==> config.mk <==
export PLATFORM = sky130hd
export DESIGN_NAME = wa_cache
export DESIGN_NICKNAME = d
export VERILOG_FILES = /design/src/rtl/wa_cache_pkg.sv /design/src/rtl/wa_tag_store.sv /design/src/rtl/wa_victim_pick.sv /design/src/rtl/wa_miss_fsm.sv /design/src/rtl/wa_cache.sv
export SDC_FILE = /design/constraint.sdc
export NUM_CORES = 2
export LEC_CHECK = 0
export BUFFER_PORTS_ARGS = -buffer_cell sky130_fd_sc_hd__buf_2
export CORE_MARGIN = 4
export CORE_UTILIZATION = 40
export CTS_BUF_LIST = sky130_fd_sc_hd__clkbuf_8
export DETAILED_ROUTE_END_ITERATION = 10
export SETUP_SLACK_MARGIN = 0.5
export SYNTH_ARGS = -nofsm -noshare
export SYNTH_HDL_FRONTEND = slang
export SYNTH_HIERARCHICAL = 1
export SYNTH_SLANG_ARGS = --single-unit
==> constraint.sdc <==
create_clock -name clk -period 154.7 [get_ports clk]
set_input_delay 38.675 -clock clk [delete_from_list [all_inputs] [get_ports clk]]
set_output_delay 38.675 -clock clk [all_outputs]
set_load 0.02 [all_outputs]
==> src/rtl/wa_cache_pkg.sv <==
package wa_cache_pkg;
  typedef enum logic [1:0] {
    ST_IDLE  = 2'd0,
    ST_WBACK = 2'd1,
    ST_FETCH = 2'd2
  } miss_st_t;
endpackage

==> src/rtl/wa_tag_store.sv <==
module wa_tag_store #(
  parameter int ENTRIES = 4,
  parameter int TAG_W   = 26,
  parameter int IDX_W   = 2
) (
  input  logic               clk,
  input  logic               rst_n,
  input  logic [TAG_W-1:0]   lk_tag,
  output logic               hit,
  output logic [IDX_W-1:0]   hit_idx,
  input  logic [IDX_W-1:0]   rd_idx,
  output logic [TAG_W-1:0]   rd_tag,
  output logic               rd_dirty,
  output logic [ENTRIES-1:0] valid_vec,
  input  logic               fill_en,
  input  logic [IDX_W-1:0]   fill_idx,
  input  logic [TAG_W-1:0]   fill_tag,
  input  logic               fill_dirty,
  input  logic               mark_en,
  input  logic [IDX_W-1:0]   mark_idx
);
  logic [TAG_W-1:0]   tag_q [ENTRIES];
  logic [ENTRIES-1:0] vld_q;
  logic [ENTRIES-1:0] drt_q;
  logic [ENTRIES-1:0] match;

  for (genvar g = 0; g < ENTRIES; g++) begin : g_cmp
    assign match[g] = vld_q[g] && (tag_q[g] == lk_tag);
  end

  always_comb begin
    hit_idx = '0;
    for (int i = ENTRIES - 1; i >= 0; i--) begin
      if (match[i]) hit_idx = IDX_W'(i);
    end
  end

  assign hit       = |match;
  assign rd_tag    = tag_q[rd_idx];
  assign rd_dirty  = vld_q[rd_idx] & drt_q[rd_idx];
  assign valid_vec = vld_q;

  always_ff @(posedge clk) begin
    if (!rst_n) begin
      vld_q <= '0;
      drt_q <= '0;
    end else if (fill_en) begin
      vld_q[fill_idx] <= 1'b1;
      drt_q[fill_idx] <= fill_dirty;
    end else if (mark_en) begin
      drt_q[mark_idx] <= 1'b1;
    end
  end

  always_ff @(posedge clk) begin
    if (fill_en) tag_q[fill_idx] <= fill_tag;
  end
endmodule

==> src/rtl/wa_victim_pick.sv <==
module wa_victim_pick #(
  parameter int ENTRIES = 4,
  parameter int IDX_W   = 2
) (
  input  logic               clk,
  input  logic               rst_n,
  input  logic [ENTRIES-1:0] valid_vec,
  input  logic               advance,
  output logic [IDX_W-1:0]   victim_idx,
  output logic               all_valid
);
  logic [IDX_W-1:0] rr_q;
  logic [IDX_W-1:0] free_idx;

  always_comb begin
    free_idx = '0;
    for (int i = ENTRIES - 1; i >= 0; i--) begin
      if (!valid_vec[i]) free_idx = IDX_W'(i);
    end
  end

  assign all_valid  = &valid_vec;
  assign victim_idx = all_valid ? rr_q : free_idx;

  always_ff @(posedge clk) begin
    if (!rst_n) begin
      rr_q <= '0;
    end else if (advance && all_valid) begin
      rr_q <= (rr_q == IDX_W'(ENTRIES - 1)) ? '0 : rr_q + 1'b1;
    end
  end
endmodule

==> src/rtl/wa_miss_fsm.sv <==
module wa_miss_fsm
  import wa_cache_pkg::*;
(
  input  logic     clk,
  input  logic     rst_n,
  input  logic     start,
  input  logic     vic_dirty,
  input  logic     mem_done,
  output miss_st_t state,
  output logic     busy,
  output logic     fill_now
);
  miss_st_t state_q, state_d;

  always_comb begin
    state_d = state_q;
    unique case (state_q)
      ST_IDLE:  if (start) state_d = vic_dirty ? ST_WBACK : ST_FETCH;
      ST_WBACK: if (mem_done) state_d = ST_FETCH;
      ST_FETCH: if (mem_done) state_d = ST_IDLE;
      default:  state_d = ST_IDLE;
    endcase
  end

  always_ff @(posedge clk) begin
    if (!rst_n) state_q <= ST_IDLE;
    else        state_q <= state_d;
  end

  assign state    = state_q;
  assign busy     = (state_q != ST_IDLE);
  assign fill_now = (state_q == ST_FETCH) && mem_done;
endmodule

==> src/rtl/wa_cache.sv <==
module wa_cache
  import wa_cache_pkg::*;
#(
  parameter int ADDR_W     = 32,
  parameter int WORD_W     = 32,
  parameter int LINE_BYTES = 64,
  parameter int ENTRIES    = 4
) (
  input  logic                    clk,
  input  logic                    rst_n,
  input  logic                    cpu_req,
  input  logic                    cpu_we,
  input  logic [ADDR_W-1:0]       cpu_addr,
  input  logic [WORD_W-1:0]       cpu_wdata,
  output logic                    cpu_ready,
  output logic [WORD_W-1:0]       cpu_rdata,
  output logic                    mem_req,
  output logic                    mem_we,
  output logic [ADDR_W-1:0]       mem_addr,
  output logic [LINE_BYTES*8-1:0] mem_wline,
  input  logic [LINE_BYTES*8-1:0] mem_rline,
  input  logic                    mem_done
);
  localparam int LINE_W = LINE_BYTES * 8;
  localparam int OFFS_W = $clog2(LINE_BYTES);
  localparam int TAG_W  = ADDR_W - OFFS_W;
  localparam int WB_W   = $clog2(WORD_W / 8);
  localparam int WSEL_W = OFFS_W - WB_W;
  localparam int IDX_W  = (ENTRIES > 1) ? $clog2(ENTRIES) : 1;

  function automatic logic [TAG_W-1:0] tag_of(input logic [ADDR_W-1:0] a);
    return a[ADDR_W-1:OFFS_W];
  endfunction

  function automatic logic [WSEL_W-1:0] wsel_of(input logic [ADDR_W-1:0] a);
    return a[OFFS_W-1:WB_W];
  endfunction

  function automatic logic [WORD_W-1:0] get_word(input logic [LINE_W-1:0] ln,
                                                 input logic [WSEL_W-1:0] s);
    return ln[s*WORD_W +: WORD_W];
  endfunction

  function automatic logic [LINE_W-1:0] put_word(input logic [LINE_W-1:0] ln,
                                                 input logic [WSEL_W-1:0] s,
                                                 input logic [WORD_W-1:0] w);
    logic [LINE_W-1:0] r;
    r = ln;
    r[s*WORD_W +: WORD_W] = w;
    return r;
  endfunction

  logic [LINE_W-1:0]  line_q [ENTRIES];
  logic [TAG_W-1:0]   req_tag;
  logic [WSEL_W-1:0]  req_wsel;
  logic               hit;
  logic [IDX_W-1:0]   hit_idx;
  logic [IDX_W-1:0]   vic_q;
  logic [IDX_W-1:0]   vic_pick;
  logic [TAG_W-1:0]   vic_tag;
  logic               vic_dirty_q;
  logic               vic_dirty_pick;
  logic [ENTRIES-1:0] valid_vec;
  logic               all_valid;
  logic               miss_start;
  logic               miss_busy;
  logic               fill_now;
  logic               wr_hit;
  logic               idle;
  miss_st_t           st;
  logic               unused_bits;

  assign unused_bits = ^{cpu_addr[WB_W-1:0], vic_dirty_q, all_valid};
  assign req_tag     = tag_of(cpu_addr);
  assign req_wsel    = wsel_of(cpu_addr);
  assign idle        = (st == ST_IDLE);
  assign cpu_ready   = idle && cpu_req && hit;
  assign miss_start  = idle && cpu_req && !hit;
  assign wr_hit      = cpu_ready && cpu_we;
  assign cpu_rdata   = get_word(line_q[hit_idx], req_wsel);

  // The victim's dirty bit is read through the tag store's read port,
  // which sees the picked index while idle and the held one afterwards.
  wa_tag_store #(.ENTRIES(ENTRIES), .TAG_W(TAG_W), .IDX_W(IDX_W)) u_tags (
    .clk(clk), .rst_n(rst_n), .lk_tag(req_tag), .hit(hit), .hit_idx(hit_idx),
    .rd_idx(idle ? vic_pick : vic_q), .rd_tag(vic_tag), .rd_dirty(vic_dirty_pick),
    .valid_vec(valid_vec), .fill_en(fill_now), .fill_idx(vic_q),
    .fill_tag(req_tag), .fill_dirty(cpu_we), .mark_en(wr_hit), .mark_idx(hit_idx)
  );

  wa_victim_pick #(.ENTRIES(ENTRIES), .IDX_W(IDX_W)) u_victim (
    .clk(clk), .rst_n(rst_n), .valid_vec(valid_vec), .advance(miss_start),
    .victim_idx(vic_pick), .all_valid(all_valid)
  );

  wa_miss_fsm u_fsm (
    .clk(clk), .rst_n(rst_n), .start(miss_start), .vic_dirty(vic_dirty_pick),
    .mem_done(mem_done), .state(st), .busy(miss_busy), .fill_now(fill_now)
  );

  always_ff @(posedge clk) begin
    if (!rst_n) begin
      vic_q       <= '0;
      vic_dirty_q <= 1'b0;
    end else if (miss_start) begin
      vic_q       <= vic_pick;
      vic_dirty_q <= vic_dirty_pick;
    end
  end

  always_ff @(posedge clk) begin
    if (fill_now) begin
      line_q[vic_q] <= cpu_we ? put_word(mem_rline, req_wsel, cpu_wdata) : mem_rline;
    end else if (wr_hit) begin
      line_q[hit_idx] <= put_word(line_q[hit_idx], req_wsel, cpu_wdata);
    end
  end

  assign mem_req   = miss_busy;
  assign mem_we    = (st == ST_WBACK);
  assign mem_addr  = (st == ST_WBACK) ? {vic_tag, {OFFS_W{1'b0}}}
                                      : {req_tag, {OFFS_W{1'b0}}};
  assign mem_wline = line_q[vic_q];
endmodule

==> metrics.txt <==
M1 GR Usage 45.8%; largest net degree at the start of global routing 132; via count 85000; placed wire-length estimate 414 mm; Fillers 25100; Fin Setup TNS 0 ps; CTS tree yes; flops & latches, synth 2168; H-tree depth 5; area leader, netlist edfxtp_1; PwrDens 10.1 mW/mm²; Synth top area share 56.4%; GRT Total Usage 38.0%; GRT busiest layer met2; Hold Fails Final Rpt 0; WP data required 116020 ps; top cells by area, synth edfxtp_1 56%, mux4_2 23%, mux2i_1 5.4%; Tot Pwr 1.32 mW; Hold EP u_victim/rr_q[1]$_SDFFE_PN0P_; WHS Path Cells 2; Worst R2R Start u_tags/tag_q[0][9]$_DFFE_PP_; leakage 41.7 nW; reg-to-reg endpoint line_q[2][144]$_DFFE_PP_; critical path fanouts, max 78; # setup viols final 0; initial antenna violation count 178; met3 Use GR 17.2%; register-to-register setup slack 147140 ps; area delta synth->final 14.6%; Yosys warning total 6; Async S/R FF share, synth 0%; most frequent cells in the layout 2152 x edfxtp_1, 1175 x mux4_2, 1150 x buf_2; hold path startpoint u_victim/rr_q[1]$_SDFFE_PN0P_; Initial Util 40.2%; GR Util met2 52.9%; Final Core Density 46.1%; worst clock skew 80.9 ps; residual DRC count 0; Vias/cell 6.94; Post-synth EDFFs 2152; CTS Hold Bufs 0; Final period util 55.3%; setup slack after placement 69070 ps; CTS buffer count 377; gr ovfl total 0; Gate Count Post-Synth 6979; max frequency 11.7 MHz; Main synth FF type edfxtp_1; worst hold path type reg -> reg; WHS 494 ps; Detailed Route WL 576 mm; peak supply drop 9.11 µV; most common cell after layout, fill and taps aside edfxtp_1; post-route setup slack 69090 ps; Reg clk slew, reported paths 60 ps; num ports 1160; post-synthesis sequential area ratio 56.6%; Yosys cell types 88; Slew Limit Fails 0; IO buf count 1151; run status finished clean; CP arrival 46930 ps; R2R cell count 13; DR iter-0 viols 13400; clk buf depth 4; Mapped Avg Cell Area 16.4 µm²; Rel. slew slack 9.15%; crit start category input port; clock sink count 2168; chip height 543 µm; Max Cap Viol 0; Least-Margin Pin Slew 1360 ps; setup repair bufs after CTS 0; RSZ-0062 raised after global routing false; share of cells above drive strength 1 37.8%; Routability Congestion 0.976; first-pass GRT wire length 745 mm; DR WL/cell 47.0 µm; kind of critical path in -> out; post-layout net count 8646; core footprint 0.285 mm²; vias in the first global route 80300; clock period minus worst slack 85610 ps; Root Driver clkbuf_8; First-pass DRT Iterations 6; antenna viol nets, final 0; Crit. End Element output port; Die W 543 µm; clk_lat worst skew 1080 ps; Synth Cell Area 0.115 mm²; die area 0.295 mm²; Post-CTS Resized 0; Core Rows 196
kinds of logic (layout without fill, tap and decap cells):
group / count (synthesis) / after routing / share of synthesized area, %
flops: 2168 / 2168 / 56.6
xor+xnor: 106 / 106 / 0.829
other cells: 1 / 135 / 0.00327
simple gates: 1245 / 1245 / 5.15
buf+inv: 681 / 2048 / 2.71
fa+ha+maj: 3 / 3 / 0.0327
compound gates: 937 / 937 / 5.73
mux: 1838 / 1838 / 28.9
power by group:
part	leakage, nW	total, mW	switching (mW)	internal (mW)
Sequential	19.6	0.660	0.00345	0.657
Clock	3.84	0.493	0.252	0.240
Combinational	18.3	0.169	0.122	0.0465
Total	41.7	1.32	0.378	0.944
cell usage after synthesis (all sizes together), types with 8 or more instances:
library cell and instances:
a211oi 229, a21oi 204, a221oi 75, a22oi 32
a31oi 78, a32oi 44, and2 166, and3 25
and4 34, buf 356, clkbuf 312, dfxtp 16
edfxtp 2152, inv 12, mux2 39, mux2i 624
mux4 1175, nand2 401, nand3 107, nand4 29
nor2 350, nor2b 17, nor3 57, nor4 11
o211ai 17, o21ai 105, o221a 50, o22ai 57
o311ai 9, or2 8, or3 11, xnor2 91
xor2 15
metal layers:
layer	wire, µm	part of all wire (%)
met1	189000	33
met2	244000	42
met3	91700	16
met4	51500	8.9
met5	603	0.10
how the worst max path moves through the flow:
stage,slack (ps),cells past startpoint,to,start
finish,69090,17,cpu_rdata[12],cpu_addr[25]
global route,68790,17,cpu_rdata[12],cpu_addr[25]
CTS,69080,17,cpu_rdata[12],cpu_addr[25]
detailed placement,69070,17,cpu_rdata[12],cpu_addr[25]
global placement,69130,17,cpu_rdata[12],cpu_addr[25]
floorplan,73800,14,line_q[1][0]$_DFFE_PP_,cpu_addr[7]
state kept, by name (all words and copies together), names as in the netlist, named ones only:
| register | count |
|---|---|
| u_victim/rr_q | 2 |
| u_fsm/state | 2 |
| vic_q | 2 |
| u_tags/valid_vec | 4 |
| u_tags/drt_q | 4 |
| u_tags/tag_q | 104 |
| line_q | 2048 |
critical path, stage by stage:
cell and delay (ps):
buf_2 170, xnor2_1 310, nand4_1 130, nor4_1 710
nand2_1 230, a21oi_4 180, buf_4 450, buf_12 560
buf_4 700, buf_12 480, buf_12 640, buf_4 680
mux4_2 740, mux4_2 500, o21ai_0 650, nand2_1 490
buf_2 310
final cells by class:
| cell class | count | area (µm²) | share of cell area [%] |
|---|---|---|---|
| inverters | 13 | 53.8 | 0.0410 |
| flip-flops and latches | 2168 | 64900 | 49.4 |
| clock buffers | 380 | 5230 | 3.98 |
| multi-input cells | 4135 | 47000 | 35.8 |
| diodes | 129 | 323 | 0.246 |
| clock inverters | 288 | 1490 | 1.13 |
| repair buffers | 1367 | 7630 | 5.81 |
| well taps | 3762 | 4710 | 3.58 |
per-stage QoR:
stage          cell area, µm²  instances
5_1_grt                131000      12100
4_1_cts                131000      12100
2_1_floorplan          115000       6984
3_5_place_dp           124000      11400
3_3_place_gp           124000      11400
6_report               131000      12200
Power figures use the tool's default switching activity.
